[src/rtl/keywd_pkg.sv]
package keywd_pkg;
    localparam logic [7:0]  OFS_CTRL  = 8'h00;
    localparam logic [7:0]  OFS_RANGE = 8'h04;
    localparam logic [7:0]  OFS_KICK  = 8'h0C;
    localparam logic [31:0] KICK_KEY  = 32'h0000_0076;

    typedef enum logic [1:0] {
        PH_RUN   = 2'd0,
        PH_PULSE = 2'd1,
        PH_DEAD  = 2'd2
    } phase_t;
endpackage

[src/rtl/keywd_regs.sv]
module keywd_regs
    import keywd_pkg::*;
#(
    parameter int DATA_W = 32,
    parameter int ADDR_W = 8,
    parameter int RNG_W  = 4
) (
    input  logic              clk,
    input  logic              rst_n,
    input  logic [ADDR_W-1:0] addr_i,
    input  logic              we_i,
    input  logic [DATA_W-1:0] wdata_i,
    output logic [DATA_W-1:0] rdata_o,
    output logic              en_o,
    output logic              mode_o,
    output logic [RNG_W-1:0]  run_rng_o,
    output logic [RNG_W-1:0]  init_rng_o,
    output logic              start_o,
    output logic              kick_o
);
    localparam logic [ADDR_W-1:0] A_CTRL  = ADDR_W'(OFS_CTRL);
    localparam logic [ADDR_W-1:0] A_RANGE = ADDR_W'(OFS_RANGE);
    localparam logic [ADDR_W-1:0] A_KICK  = ADDR_W'(OFS_KICK);

    typedef struct packed {
        logic             en;
        logic             mode;
        logic [RNG_W-1:0] run_rng;
        logic [RNG_W-1:0] init_rng;
    } regs_t;

    regs_t r_d, r_q;
    logic  start_d, kick_d;

    always_comb begin
        r_d     = r_q;
        start_d = 1'b0;
        kick_d  = 1'b0;
        if (we_i) begin
            case (addr_i)
                A_CTRL: begin
                    r_d.en   = r_q.en | wdata_i[0];
                    r_d.mode = wdata_i[1];
                    start_d  = wdata_i[0] & ~r_q.en;
                end
                A_RANGE: begin
                    r_d.run_rng  = wdata_i[RNG_W-1:0];
                    r_d.init_rng = wdata_i[2*RNG_W-1:RNG_W];
                end
                A_KICK: kick_d = (wdata_i == DATA_W'(KICK_KEY));
                default: ;
            endcase
        end
    end

    always_ff @(posedge clk or negedge rst_n) begin
        if (!rst_n) r_q <= '0;
        else        r_q <= r_d;
    end

    always_comb begin
        case (addr_i)
            A_CTRL:  rdata_o = {{(DATA_W-2){1'b0}}, r_q.mode, r_q.en};
            A_RANGE: rdata_o = {{(DATA_W-2*RNG_W){1'b0}}, r_q.init_rng, r_q.run_rng};
            default: rdata_o = '0;
        endcase
    end

    assign en_o       = r_q.en;
    assign mode_o     = r_q.mode;
    assign run_rng_o  = r_q.run_rng;
    assign init_rng_o = r_q.init_rng;
    assign start_o    = start_d;
    assign kick_o     = kick_d;

    AST_EN_STICKY: assert property (@(posedge clk) disable iff (!rst_n)
        r_q.en |=> r_q.en);

    AST_START_ONCE: assert property (@(posedge clk) disable iff (!rst_n)
        start_d |-> !r_q.en);
endmodule

[src/rtl/keywd_count.sv]
module keywd_count
    import keywd_pkg::*;
#(
    parameter int CNT_W      = 32,
    parameter int RNG_W      = 4,
    parameter int RANGE_BASE = 16,
    parameter int RST_CYCLES = 8
) (
    input  logic             clk,
    input  logic             rst_n,
    input  logic             en_i,
    input  logic             mode_i,
    input  logic [RNG_W-1:0] run_rng_i,
    input  logic [RNG_W-1:0] init_rng_i,
    input  logic             start_i,
    input  logic             kick_i,
    output logic             irq_o,
    output logic             rst_req_o
);
    localparam int PC_W = $clog2(RST_CYCLES + 1);

    typedef struct packed {
        logic [CNT_W-1:0] cnt;
        logic             irq;
        phase_t           phase;
        logic [PC_W-1:0]  pcnt;
    } cstate_t;

    cstate_t s_d, s_q;
    logic [CNT_W-1:0] run_p, init_p;

    function automatic logic [CNT_W-1:0] period_of(input logic [RNG_W-1:0] rng);
        return {{(CNT_W-1){1'b0}}, 1'b1} << (RANGE_BASE + 32'(rng));
    endfunction

    assign run_p  = period_of(run_rng_i);
    assign init_p = period_of(init_rng_i);

    always_comb begin
        s_d = s_q;
        case (s_q.phase)
            PH_RUN: begin
                if (start_i) begin
                    s_d.cnt = init_p;
                end else if (en_i) begin
                    if (kick_i) begin
                        s_d.cnt = run_p;
                        s_d.irq = 1'b0;
                    end else if (s_q.cnt == '0) begin
                        if (mode_i && !s_q.irq) begin
                            s_d.irq = 1'b1;
                            s_d.cnt = run_p;
                        end else begin
                            s_d.phase = PH_PULSE;
                            s_d.pcnt  = PC_W'(RST_CYCLES - 1);
                        end
                    end else begin
                        s_d.cnt = s_q.cnt - 1'b1;
                    end
                end
            end
            PH_PULSE: begin
                if (s_q.pcnt == '0) s_d.phase = PH_DEAD;
                else                s_d.pcnt  = s_q.pcnt - 1'b1;
            end
            PH_DEAD: ;
            default: s_d.phase = PH_DEAD;
        endcase
    end

    always_ff @(posedge clk or negedge rst_n) begin
        if (!rst_n) s_q <= '{cnt: '0, irq: 1'b0, phase: PH_RUN, pcnt: '0};
        else        s_q <= s_d;
    end

    assign irq_o     = s_q.irq;
    assign rst_req_o = (s_q.phase == PH_PULSE);

    AST_KICK_RELOAD: assert property (@(posedge clk) disable iff (!rst_n)
        (en_i && kick_i && s_q.phase == PH_RUN) |=> (s_q.cnt == $past(run_p) && !s_q.irq));

    AST_HOLD_OFF: assert property (@(posedge clk) disable iff (!rst_n)
        (!en_i && !start_i) |=> $stable(s_q.cnt));

    AST_NO_RST_OFF: assert property (@(posedge clk) disable iff (!rst_n)
        (rst_req_o || irq_o) |-> en_i);

    AST_DEAD_ZERO: assert property (@(posedge clk) disable iff (!rst_n)
        (s_q.phase != PH_RUN) |-> (s_q.cnt == '0));

    AST_IRQ_MODE: assert property (@(posedge clk) disable iff (!rst_n)
        $rose(s_q.irq) |-> $past(mode_i));
endmodule

[src/rtl/keywd_timer.sv]
module keywd_timer #(
    parameter int DATA_W     = 32,
    parameter int ADDR_W     = 8,
    parameter int CNT_W      = 32,
    parameter int RNG_W      = 4,
    parameter int RANGE_BASE = 16,
    parameter int RST_CYCLES = 8
) (
    input  logic              clk,
    input  logic              rst_n,
    input  logic [ADDR_W-1:0] bus_addr,
    input  logic              bus_we,
    input  logic [DATA_W-1:0] bus_wdata,
    output logic [DATA_W-1:0] bus_rdata,
    output logic              irq_o,
    output logic              sys_rst_req_o
);
    logic             en, mode, start, kick;
    logic [RNG_W-1:0] run_rng, init_rng;

    keywd_regs #(.DATA_W(DATA_W), .ADDR_W(ADDR_W), .RNG_W(RNG_W)) u_regs (
        .clk        (clk),
        .rst_n      (rst_n),
        .addr_i     (bus_addr),
        .we_i       (bus_we),
        .wdata_i    (bus_wdata),
        .rdata_o    (bus_rdata),
        .en_o       (en),
        .mode_o     (mode),
        .run_rng_o  (run_rng),
        .init_rng_o (init_rng),
        .start_o    (start),
        .kick_o     (kick)
    );

    keywd_count #(.CNT_W(CNT_W), .RNG_W(RNG_W), .RANGE_BASE(RANGE_BASE),
                  .RST_CYCLES(RST_CYCLES)) u_count (
        .clk        (clk),
        .rst_n      (rst_n),
        .en_i       (en),
        .mode_i     (mode),
        .run_rng_i  (run_rng),
        .init_rng_i (init_rng),
        .start_i    (start),
        .kick_i     (kick),
        .irq_o      (irq_o),
        .rst_req_o  (sys_rst_req_o)
    );

    AST_PULSE_AFTER_EN: assert property (@(posedge clk) disable iff (!rst_n)
        $rose(sys_rst_req_o) |-> $past(en));
endmodule

[config.mk]
export PLATFORM = sky130hd
export DESIGN_NAME = keywd_timer
export DESIGN_NICKNAME = d
export VERILOG_FILES = /design/src/rtl/keywd_pkg.sv /design/src/rtl/keywd_regs.sv /design/src/rtl/keywd_count.sv /design/src/rtl/keywd_timer.sv
export SDC_FILE = /design/constraint.sdc
export NUM_CORES = 1
export LEC_CHECK = 0
export BUFFER_PORTS_ARGS = -buffer_cell sky130_fd_sc_hd__buf_4
export CAP_MARGIN = 20
export CORE_MARGIN = 5
export CORE_UTILIZATION = 50
export CTS_CLUSTER_SIZE = 10
export DETAILED_ROUTE_END_ITERATION = 16
export PLACE_DENSITY = 0.78
export SETUP_SLACK_MARGIN = 0.2
export SLEW_MARGIN = 20
export SYNTH_ARGS = -nofsm -noshare
export SYNTH_HDL_FRONTEND = slang
export SYNTH_HIERARCHICAL = 1
export SYNTH_SLANG_ARGS = --single-unit
[constraint.sdc]
create_clock -name clk -period 2.15 [get_ports clk]
set_input_delay 0.1075 -clock clk [delete_from_list [all_inputs] [get_ports clk]]
set_output_delay 0.1075 -clock clk [all_outputs]
set_load 0.01 [all_outputs]
# After elaboration in Yosys (flattened, before gate mapping)
# Cells that the tools add are included.
[word_totals]
ff_bits = 49
latch_bits = 0
mem_bits_rw = 0
mem_bits_ro = 0
inputBits = 43
out_inout_bits = 34
word_cells = 71
memories = 0
[op_classes]
n_addsub = 4
mul = 0
div_mod_pow = 0
order_cmp = 0
eq_ne = 14
n_shift = 2
muxes = 23
bitwise = 5
n_reduce_logical = 15
[op_table]
columns = ["op", "count"]
rows = [
  ["33-bit 2-to-1 mux", 7],
  ["32-bit 2-to-1 mux", 2],
  ["1-bit by 32-bit left shift with 32-bit output (first input constant)", 2],
  ["39-bit 2-to-1 mux", 1],
  ["32-bit by 7-bit == test with 1-bit output (second input constant)", 1],
  ["32-bit zero test", 1],
  ["32-bit by 1-bit subtractor with 32-bit output (second input constant)", 1],
  ["6-bit 2-to-1 mux", 3],
  ["8-bit one-hot mux with 2 select lines", 1],
  ["7-bit AND reduction", 2],
  ["5-bit by 4-bit adder with 6-bit output (first input constant)", 2],
  ["2-bit inequality test (second input constant)", 5],
  ["8-bit by 3-bit == test with 1-bit output (second input constant)", 1],
  ["8-bit by 4-bit == test with 1-bit output (second input constant)", 1],
  ["8-bit zero test", 1],
  ["4-bit one-hot mux with 2 select lines", 1],
  ["7-bit 2-to-1 mux", 1],
  ["2-bit one-hot mux with 3 select lines", 1],
  ["2-bit nonzero test", 3],
  ["5-bit by 4-bit inequality test with 1-bit output (second input constant)", 1],
  ["5-bit inequality test (second input constant)", 1],
  ["5-bit AND reduction", 1],
  ["4-bit zero test", 1],
  ["1-bit 2-to-1 mux", 4],
  ["14 further kinds", 18],
]

# Depth between registers and ports, before layout
[depth]
word_depth = 13
ltp_mapped = 12
depth_no_buf = 9

# By module
# The synthesis kept the hierarchy.
[modules_own_cells]
columns = ["module", "instances", "cells_each", "area_each_um2", "seq_area_each_um2"]
rows = [
  ["keywd_count", 1, 327, 2692.6, 975.9],
  ["keywd_regs", 1, 77, 790.8, 250.2],
]

# Worst setup path before layout
# No wires, ideal clock.
[synth_path]
kind = "input to register"
startpoint = "input port bus_addr[1]"
endpoint = "register u_count/s_q[34] in the netlist's numbering"
setup_time_ps = 126
arrival_ps = 2113
required_time_ps = 2024
path_slack_ps = -89
stages = 8
n_path_buf = 1
path_cell_list = "nor4_4 > nand4_1 > nor4_1 > a21o_1 > o41a_1 > clkbuf_1 > o21ai_0 > o32a_1"
[synth_between]
elab_chain_len = 6
word_cells_on_any_way = 12
cone_classes = "eq/ne (2); mux (7); reduce/logical (3)"
[synth_lines]
columns = ["item", "line_no", "rtl"]
rows = [
  ["start: declaration", "keywd_timer.sv:11", "input logic [ADDR_W-1:0] bus_addr,"],
  ["8-bit by 4-bit == test with 1-bit output (*)", "keywd_regs.sv:40", "case (addr_i)"],
  ["1-bit 2-to-1 mux (*)", "keywd_regs.sv:40", ""],
  ["1-bit 2-to-1 mux (*)", "keywd_regs.sv:39", "if (we_i) begin"],
  ["net kick", "keywd_timer.sv:18", "logic en, mode, start, kick;"],
  ["33-bit 2-to-1 mux", "keywd_count.sv:46", "if (kick_i) begin"],
  ["39-bit 2-to-1 mux", "keywd_count.sv:45", "end else if (en_i) begin"],
  ["32-bit 2-to-1 mux", "keywd_count.sv:43", "if (start_i) begin"],
  ["end signal: assignment", "keywd_count.sv:72", "if (!rst_n) s_q <= '{cnt: '0, irq: 1'b0, phase: PH_RUN, pcnt: '0};"],
  ["end: declaration", "keywd_count.sv:29", "cstate_t s_d, s_q;"],
]
# The timed path passes the listed nets; every way through them passes the cells marked *. The select of a mux whose other input is x is not followed.
# A chain may end at the register's enable or synchronous reset.

# Final worst setup path
[layout_path]
startpoint = "register u_count/s_q[14] in the netlist's numbering"
endpoint = "register u_count/s_q[26] in the netlist's numbering"
[layout_between]
elab_chain_len = 5
word_cells_on_any_way = 8
cone_classes = "add/sub (1); eq/ne (1); mux (4); reduce/logical (2)"
[layout_lines]
columns = ["item", "line_no", "rtl"]
rows = [
  ["32-bit by 1-bit subtractor with 32-bit output / 32-bit zero test (equally long branches)", "keywd_count.sv:58, keywd_count.sv:49", ""],
  ["32-bit 2-to-1 mux", "keywd_count.sv:49", "end else if (s_q.cnt == '0) begin"],
  ["33-bit 2-to-1 mux", "keywd_count.sv:46", ""],
  ["39-bit 2-to-1 mux", "keywd_count.sv:45", ""],
  ["32-bit 2-to-1 mux", "keywd_count.sv:43", ""],
]
# Parallel ways exist; a longest one is shown, timed or not. The select of a mux whose other input is x is not followed.

==> results.sh <==
export IMPL_layoutNonFillerInstCount=632
export IMPL_fin_crit_ns=2.215
export IMPL_met1_usage_pct=31.87
export IMPL_criticalPathCategory="flop to flop"
export IMPL_hold_ws_ns=0.04129
export IMPL_synth_area_leaders="dfrtp_1, o21ai_0, buf_4"
export IMPL_reg2reg_slack_ns=-0.06
export IMPL_hold_class="primary input to flop"
export IMPL_initial_core_util_pct=51.27
export IMPL_drive_above_1_share_pct=41.04
export IMPL_outcome="complete, but fails checks"
export IMPL_top_usage_layer="met2"
export IMPL_synth_top_area_cell="dfrtp_1"
export IMPL_globalplace_congestion=0.9382
export IMPL_layout_common_cells="buf_4, dfrtp_1, nor2_1, conb_1, nor3_1"
export IMPL_cp_start_kind="flop"
export IMPL_yosysTopAreaCellShare_pct=35.20
export IMPL_worstPathMaxFanout=7
export IMPL_synth_edf_count=0
export IMPL_ant_nets=0
export IMPL_finalWorstSetupSlack_ns=-0.06479
export IMPL_drt_iter0_markers=318
export IMPL_worstMarginPinSlew_ns=0.6409
export IMPL_clk_latency_ns=0.30
export IMPL_yosysSeqAreaShare_pct=35.20
export IMPL_r2r_start="u_count/s_q[14]$_DFFE_PN0P_"
export IMPL_postLayoutCellArea_um2=4926
export IMPL_syn_to_final_growth_pct=41.42
export IMPL_diodes=0
export IMPL_tns_ns=-0.4736
export IMPL_ys_flop_type="dfrtp_1"
export IMPL_antenna_found_initial=0
export IMPL_hpwlAfterDp_um=8198
export IMPL_ys_warnings_count=6
export IMPL_min_delay_start="bus_wdata[4]"
export IMPL_final_common_cell="buf_4"
export IMPL_ir_drop_mv=0.2282
export IMPL_routed_via_density=6.006
export IMPL_rows=30
export IMPL_worst_r2r_path_depth=9
export IMPL_fp_coreArea_um2=6794
export IMPL_grt_setup_unrepaired="yes"
export IMPL_num_vias=3796
export IMPL_die_height_um=93.47
export IMPL_min_period_over_period_pct=103.0
export IMPL_hold_viol=0
export IMPL_ys_ff_latch=49
export IMPL_clock_sinks=49
export IMPL_numCtsBuffers=5
export IMPL_synth_cell_type_count=65
export IMPL_cts_htree_levels=2
export IMPL_syn_area_um2=3483
export IMPL_met3_usage_pct=3.620
export IMPL_worstPathRequired_ns=2.38
export IMPL_power_total_mw=1.717
export IMPL_clock_path_buffers=2
export IMPL_reg2reg_to="u_count/s_q[26]$_DFFE_PN0P_"
export IMPL_clk_pin_slew_worst_paths_ns=0.09
export IMPL_wl_per_cell_um=18.45
export IMPL_drc_errors=0
export IMPL_use_met2_pct=43.12
export IMPL_boundaryPins=77
export IMPL_maxCapViolCount=0
export IMPL_slew_headroom_pct=57.19
export IMPL_grt_pass1_wl_um=17680
export IMPL_failed_checks="negative setup slack"
export IMPL_die_area_um2=8736
export IMPL_cp_arrival_ns=2.45
export IMPL_grtUsageTotal_pct=25.18
export IMPL_wl_um=11660
export IMPL_fin_worst_skew_ns=0.007754
export IMPL_portBuffers=52
export IMPL_synthCells=404
export IMPL_slew_viol_final=0
export IMPL_cts_tree="built"
export IMPL_power_density_nw_per_um2=348.5
export IMPL_grt_pass1_vias=3635
export IMPL_setup_violations=17
export IMPL_cp_end_kind="flop"
export IMPL_clockRootBuffer="clkbuf_8"
export IMPL_place_area_um2=4471
export IMPL_hold_path_depth=2
export IMPL_firstDrtPassIters=5
export IMPL_syn_avg_cell_area_um2=8.622
export IMPL_max_freq_ghz=0.4515
export IMPL_placed_cells=608
export IMPL_grt_overflow_total=0
export IMPL_grt_max_degree=50
export IMPL_dieWidth_um=93.47
export IMPL_holdPathEnd="u_regs/init_rng_o[0]$_DFFE_PN0P_"
export IMPL_p_leak_nw=2.300
export IMPL_async_flop_share_pct=100.0
export IMPL_finalNetCount=582
area by class of cell:
| class | instances | area (um2) |
|---|---|---|
| tap | 96 | 120.1 |
| multi-input combinational | 327 | 2287 |
| clock buffer | 7 | 86.33 |
| timing repair buffer | 144 | 1172 |
| inverter | 9 | 33.78 |
| sequential | 49 | 1226 |
| fill | 495 | 1868 |
per-stage QoR:
step	setup WS, ns	utilization [%]
after floorplan	0.05995	-
after global placement	-0.1631	65.80
after detailed placement	-0.2458	65.80
after CTS	0.01099	69.28
after global routing	-0.1742	72.50
final	-0.06479	72.50
flip-flops by register name (all words and copies together) (netlist names):
register	flops
u_regs/init_rng_o	4
u_regs/run_rng_o	4
u_count/s_q	38
u_count/irq_o	1
u_regs/mode_o	1
u_regs/en_o	1
synth_stat cells (all sizes together), types with 4 or more instances:
cell type and instances:
buf 32, and2 7, nand2 20, a211oi 4, o31ai 4, dfrtp 49, nand2b 7, or4 7
nand3b 4, nand3 17, o41ai 4, and3 6, nor3b 5, a21oi 8, clkbuf 10, mux2 9
nor2 42, a22o 6, nand4 9, inv 9, nor2b 5, xnor2 6, o2bb2ai 7, nor3 27
nor4 18, o21ai 40
per-layer routing:
layer	share of wire, %	vias up	wire, um
met5	0	-	0
met4	3.6	0	421
met3	7.2	51	835
met2	50	211	5842
met1	39	1805	4561
li1	-	1729	-
critical path, stage by stage, from the launching register on:
cell and delay, ns:
dfrtp_1 0.42, nor4_2 0.29, buf_4 0.17, and4_4 0.28
a31oi_2 0.17, buf_6 0.18, nor3_4 0.28, buf_4 0.17
a21oi_2 0.05, a21oi_2 0.14
cells by family (layout without fill, tap and decap cells):
family | Yosys count | in the layout | synth area share [%]
compound gates | 97 | 97 | 19.25
xor+xnor | 6 | 6 | 1.509
fa+ha+maj | 3 | 3 | 1.078
buf+inv | 51 | 160 | 8.621
flops | 49 | 49 | 35.20
mux | 11 | 11 | 3.484
other cells | 1 | 24 | 0.1077
simple gates | 186 | 186 | 30.75
report_power, final:
group          internal (mW)  total [mW]  switching [mW]
logic                 0.0977       0.208           0.110
clock network          0.256       0.564           0.307
registers              0.930       0.945          0.0158
total                   1.28        1.72           0.433
worst max path at each step:
stage | slack, ns | end | cells past startpoint | from
floorplan | 0.06 | u_count/s_q[34]$_DFFE_PN0P_ | 9 | bus_addr[4]
global placement | -0.16 | u_count/s_q[30]$_DFFE_PN0P_ | 9 | bus_wdata[16]
detailed placement | -0.25 | u_count/s_q[30]$_DFFE_PN0P_ | 9 | bus_wdata[16]
CTS | 0.01 | u_count/s_q[26]$_DFFE_PN0P_ | 9 | u_count/s_q[16]$_DFFE_PN0P_
global route | -0.17 | u_count/s_q[26]$_DFFE_PN0P_ | 10 | u_count/s_q[14]$_DFFE_PN0P_
finish | -0.06 | u_count/s_q[26]$_DFFE_PN0P_ | 9 | u_count/s_q[14]$_DFFE_PN0P_
timing repair:
| action | 4_1_cts | 5_1_grt |
|---|---|---|
| hold buffers | 1 | 0 |
| endpoints found under the hold margin | 49 | 0 |
| resized for setup | 22 | 56 |
| cloned | 0 | 2 |
| pin swaps | 12 | 25 |
| buffers inserted | 7 | 7 |
| setup endpoints to repair | 35 | 34 |
No activity file was read; power rests on OpenSTA's default activity.
